## src/rtl/be_ldst_unit.sv

```systemverilog
module be_ldst_unit #(
  parameter int AW = 32
) (
  input  logic          clk,
  input  logic          rst_n,
  input  logic          req_valid,
  input  logic [1:0]    req_op,
  input  logic [AW-1:0] req_addr,
  input  logic [31:0]   req_wdata,
  output logic          mem_en,
  output logic [AW-3:0] mem_addr,
  output logic [3:0]    mem_we,
  output logic [31:0]   mem_wdata,
  input  logic [31:0]   mem_rdata,
  output logic          ld_valid,
  output logic [31:0]   ld_data,
  output logic          align_err
);

  logic       is_store, is_byte, misalign;
  logic [3:0] lane_oh;
  logic       pend_vld, pend_byte;
  logic [1:0] pend_off;
  logic [7:0] sel_byte;

  assign is_store = req_op[1];
  assign is_byte  = req_op[0];
  assign misalign = ~is_byte & (req_addr[1:0] != 2'b00);

  assign align_err = req_valid & misalign;
  assign mem_en    = req_valid & ~misalign;
  assign mem_addr  = req_addr[AW-1:2];
  assign lane_oh   = 4'b1000 >> req_addr[1:0];

  assign mem_we    = (mem_en && is_store) ? (is_byte ? lane_oh : 4'hF) : 4'h0;
  assign mem_wdata = is_byte ? {4{req_wdata[7:0]}} : req_wdata;

  always_ff @(posedge clk) begin
    if (!rst_n) begin
      pend_vld  <= 1'b0;
      pend_byte <= 1'b0;
      pend_off  <= 2'b00;
    end else begin
      pend_vld  <= mem_en & ~is_store;
      pend_byte <= is_byte;
      pend_off  <= req_addr[1:0];
    end
  end

  always_comb begin
    case (pend_off)
      2'd0:    sel_byte = mem_rdata[31:24];
      2'd1:    sel_byte = mem_rdata[23:16];
      2'd2:    sel_byte = mem_rdata[15:8];
      default: sel_byte = mem_rdata[7:0];
    endcase
  end

  assign ld_valid = pend_vld;
  assign ld_data  = pend_byte ? {{24{sel_byte[7]}}, sel_byte} : mem_rdata;


  misalign_quiet_chk: assert property (@(posedge clk) disable iff (!rst_n)
    align_err |-> (!mem_en && mem_we == 4'h0));


  byte_store_onehot_chk: assert property (@(posedge clk) disable iff (!rst_n)
    (req_valid && req_op == 2'b11) |-> $onehot(mem_we));


  write_needs_store_chk: assert property (@(posedge clk) disable iff (!rst_n)
    (mem_we != 4'h0) |-> (req_valid && req_op[1]));


  ld_valid_origin_chk: assert property (@(posedge clk) disable iff (!rst_n)
    (req_valid && !req_op[1] && !align_err) |=> ld_valid);


  no_ld_after_store_chk: assert property (@(posedge clk) disable iff (!rst_n)
    (!req_valid || req_op[1] || align_err) |=> !ld_valid);


  sign_fill_chk: assert property (@(posedge clk) disable iff (!rst_n)
    (req_valid && req_op == 2'b01) |=> (ld_data[31:8] == {24{ld_data[7]}}));

endmodule

```

## config.mk

```make
export PLATFORM = sky130hd
export DESIGN_NAME = be_ldst_unit
export DESIGN_NICKNAME = d
export VERILOG_FILES = /design/src/rtl/be_ldst_unit.sv
export SDC_FILE = /design/constraint.sdc
export NUM_CORES = 1
export LEC_CHECK = 0
export BUFFER_PORTS_ARGS = -buffer_cell sky130_fd_sc_hd__buf_2
export CAP_MARGIN = 20
export CORE_AREA = 2 2 79 81
export CTS_BUF_LIST = sky130_fd_sc_hd__clkbuf_2 sky130_fd_sc_hd__clkbuf_4 sky130_fd_sc_hd__clkbuf_8
export DETAILED_ROUTE_END_ITERATION = 6
export DIE_AREA = 0 0 81 83
export GPL_TIMING_DRIVEN = 0
export MAX_ROUTING_LAYER = met4
export PLACE_DENSITY = 0.68
export SLEW_MARGIN = 5
export SYNTH_ARGS = -nofsm -noshare
export SYNTH_HDL_FRONTEND = slang
export SYNTH_SLANG_ARGS = --single-unit
```

## constraint.sdc

```tcl
create_clock -name clk -period 1.3 [get_ports clk]
set_input_delay 0.26 -clock clk [delete_from_list [all_inputs] [get_ports clk]]
set_output_delay 0.26 -clock clk [all_outputs]
set_load 0.05 [all_outputs]
```

==> results.cfg <==
[synth]
postSynthCellCount = 220
synthMuxAreaShare_pct = 6.70
ys_ff_latch = 4
seq_area_frac_synth_pct = 5.95
synth_fp_nets = 321
synth_top_family_by_area = buffers and inverters
syn-cell-area_mm2 = 0.00135
synth_cell_types = 27
synth.avg_cell_area_um2 = 6.11
synth_xor_xnor_area_share_pct = 1.30
synthAdderAreaFrac_pct = 0
synthSimpleGateAreaFrac_pct = 9.12
synth-compound-area-share_pct = 33.0
ys_warn_count = 0

[cts]
cts-buffers-inserted = 3
ctsRootBufferMaster = clkbuf_8
cts_tree = built
htreeDepth = 1
cts.clk_slew.worst_paths_ns = 0.03
cts_max_path_buffers = 2
clock_sinks = 4

[global_routing]
grt_max_degree = 11
grt-ovfl-total = 0
grt_pass1_vias = 2016
track_usage_pct = 16.8
grt_pass1_wl_um = 8950
antenna_found_initial = 0

[routing]
routed-via-count = 2114
dr.pass1.iters = 4
dr_wl_met3_um = 637
wire_per_inst_um = 13.3
ant_nets = 0
route.detailed.drc = 0
met1_length_um = 2150
routed.top_layer = met4
drt_wl_total_um = 6340
wl_met2_um = 3510
drt_iter0_markers = 20
viasPerCell = 4.44

[critical_path]
critPathLaunch = pend_off[0]
critical_path_class = flop to output pin
cp.required_ns = 1.04
cp-end-kind = output pin
critPathMaxFanout = 10
worst_setup_path_start_kind = flop
cp_data_arrival_time_ns = 1.50
crit_end = ld_data[29]

[floorplanning]
coreArea_mm2 = 0.00582
die_area_mm2 = 0.00672
ios = 202
initial_core_util_pct = 23.1
std_cell_rows = 28
die_x_um = 81
die_h_um = 83

[place]
port_buffers = 170
dpl.hpwl_um = 5110
gp_congestion = 0.775
dp.cells = 465
pre_cts_ws_ns = -0.498

[power_and_ir_drop]
finalPower_mw = 2.33
peakVddDrop_uv = 449
leakagePower_nw = 1.81
p_int_mw = 1.02
pwr-share-seq_pct = 6.1
power_density_mw_per_mm2 = 729
combPwrFrac_pct = 83.0
netSwitchingFraction_pct = 56.4
clock_power_share_pct = 10.9
p_sw_mw = 1.31

[run_status]
outcome = finished with violations
violations = negative setup slack

[layout]
final_cells = 476
n_antenna_cell = 0
area_growth_pct = 137
nNetsFinal = 504
drive_gt1_share_pct = 77.6

[timing]
post-route-min-period_ns = 1.76
slew_headroom_pct = 73.4
timing.final.crit_share_pct = 135
worst_slew_pin_slew_ns = 0.398
max_freq_mhz = 569
setup_viol = 33
fin_ws_ns = -0.458
rsz0062_at_grt = true
drv_slew = 0
hold_viol_final = 0

[run]
drv_cap = 0

[hold_path]
hold_path.class = primary input to flop
holdPathStages = 2
## sequential cells by signal (all words and copies together) (netlist names)
signal	flops
ld_valid	1
pend_byte	1
pend_off	2
## final cells by class
cell class	count	area (µm²)
tap	75	93.8
buffer	49	412
multi-input combinational	107	1110
inverter	56	210
fill	524	2620
sequential	4	88.8
clock buffer	3	41.3
timing repair buffer	182	1230
## metrics by stage
stage / util [%] / instance area (µm²) / TNS [ns] / hold WS [ns]
final: 54.9 / 3190 / -13.70 / 0.300
after global routing: 54.9 / 3190 / -15.24 / 0.314
after CTS: 53.6 / 3120 / -14.64 / 0.297
after detailed placement: 46.2 / 2690 / -18.11 / 0.520
after global placement: 46.2 / 2690 / -17.39 / 0.508
after floorplan: - / 1740 / -8.17 / 0.382
## logic make-up (layout without fill, tap and decap cells)
logic type | Yosys count | in the layout
buffers and inverters | 109 | 290
xor gates and xnor gates | 2 | 2
AOI/OAI and AO/OA | 73 | 73
and+or+nand+nor | 23 | 23
DFF | 4 | 4
muxes | 9 | 9
## layout by cell type, fill, tap and decap left out, types with 2 or more instances in the layout
cell type / Yosys / final
buf_2: 4 / 118
a21o_2: 6 / 7
dfxtp_4: 0 / 2
clkbuf_4: 0 / 3
nor3_4: 0 / 3
o22ai_1: 7 / 7
mux2i_1: 9 / 6
clkbuf_8: 0 / 3
nand2_1: 10 / 5
o21ai_2: 1 / 29
buf_6: 4 / 34
and2_1: 3 / 3
o21ai_4: 0 / 20
clkbuf_2: 0 / 2
buf_4: 39 / 65
inv_1: 56 / 56
buf_8: 0 / 6
mux2i_2: 0 / 2
a22o_1: 7 / 7
buf_12: 0 / 3
nand2_2: 0 / 5
## cell usage after synthesis (all sizes together)
library cell | count | share of area, %
nor3 | 3 | 1.1
o22ai | 7 | 3.3
xor2 | 2 | 1.3
o22a | 1 | 1.3
nand3 | 1 | 0.37
or3 | 1 | 0.47
and2 | 3 | 1.4
nor2 | 1 | 0.28
buf | 47 | 27
nand2 | 10 | 2.8
and3b | 1 | 0.65
dfxtp | 4 | 6.0
inv | 56 | 16
a21oi | 1 | 0.37
o21a | 1 | 0.56
a22o | 7 | 4.6
nor2b | 1 | 0.47
mux2i | 9 | 6.7
clkbuf | 6 | 1.7
nor3b | 1 | 0.56
a21o | 7 | 4.5
nand2b | 1 | 1.0
o21ai | 49 | 19
## worst min-delay path by stage
stage                      from          end  slack (ns)
global route              rst_n  pend_off[0]        0.31
finish                    rst_n    pend_byte        0.30
global placement          rst_n    pend_byte        0.51
detailed placement        rst_n    pend_byte        0.52
floorplan           req_addr[0]  pend_off[0]        0.38
CTS                       rst_n    pend_byte        0.30
## power groups by stage
stage | sequential [mW] | clock [mW] | combinational, mW
floorplan | 0.136 | 0 | 1.31
global placement | 0.134 | 0 | 1.69
detailed placement | 0.134 | 0 | 1.70
CTS | 0.136 | 0.265 | 1.90
global route | 0.142 | 0.273 | 2.01
finish | 0.141 | 0.253 | 1.93
## per-layer routing
layer	vias to the layer above	global-route usage [%]
met5	-	-
met4	0	3.08
li1	1023	-
met2	125	33.9
met3	4	3.15
met1	962	16.0
## what timing repair did
action,CTS,global route
resized for setup,110,18
pin swaps,2,3
buffers inserted,8,4
hold buffers,0,0
setup endpoints to repair,62,49
## worst max-delay path, cell delays in order, from the launching register on
cell,delay (ns)
dfxtp_4,0.41
mux2i_4,0.26
o22a_4,0.21
buf_8,0.16
o21ai_2,0.08
buf_6,0.17
(Power assumes the default switching activity.)
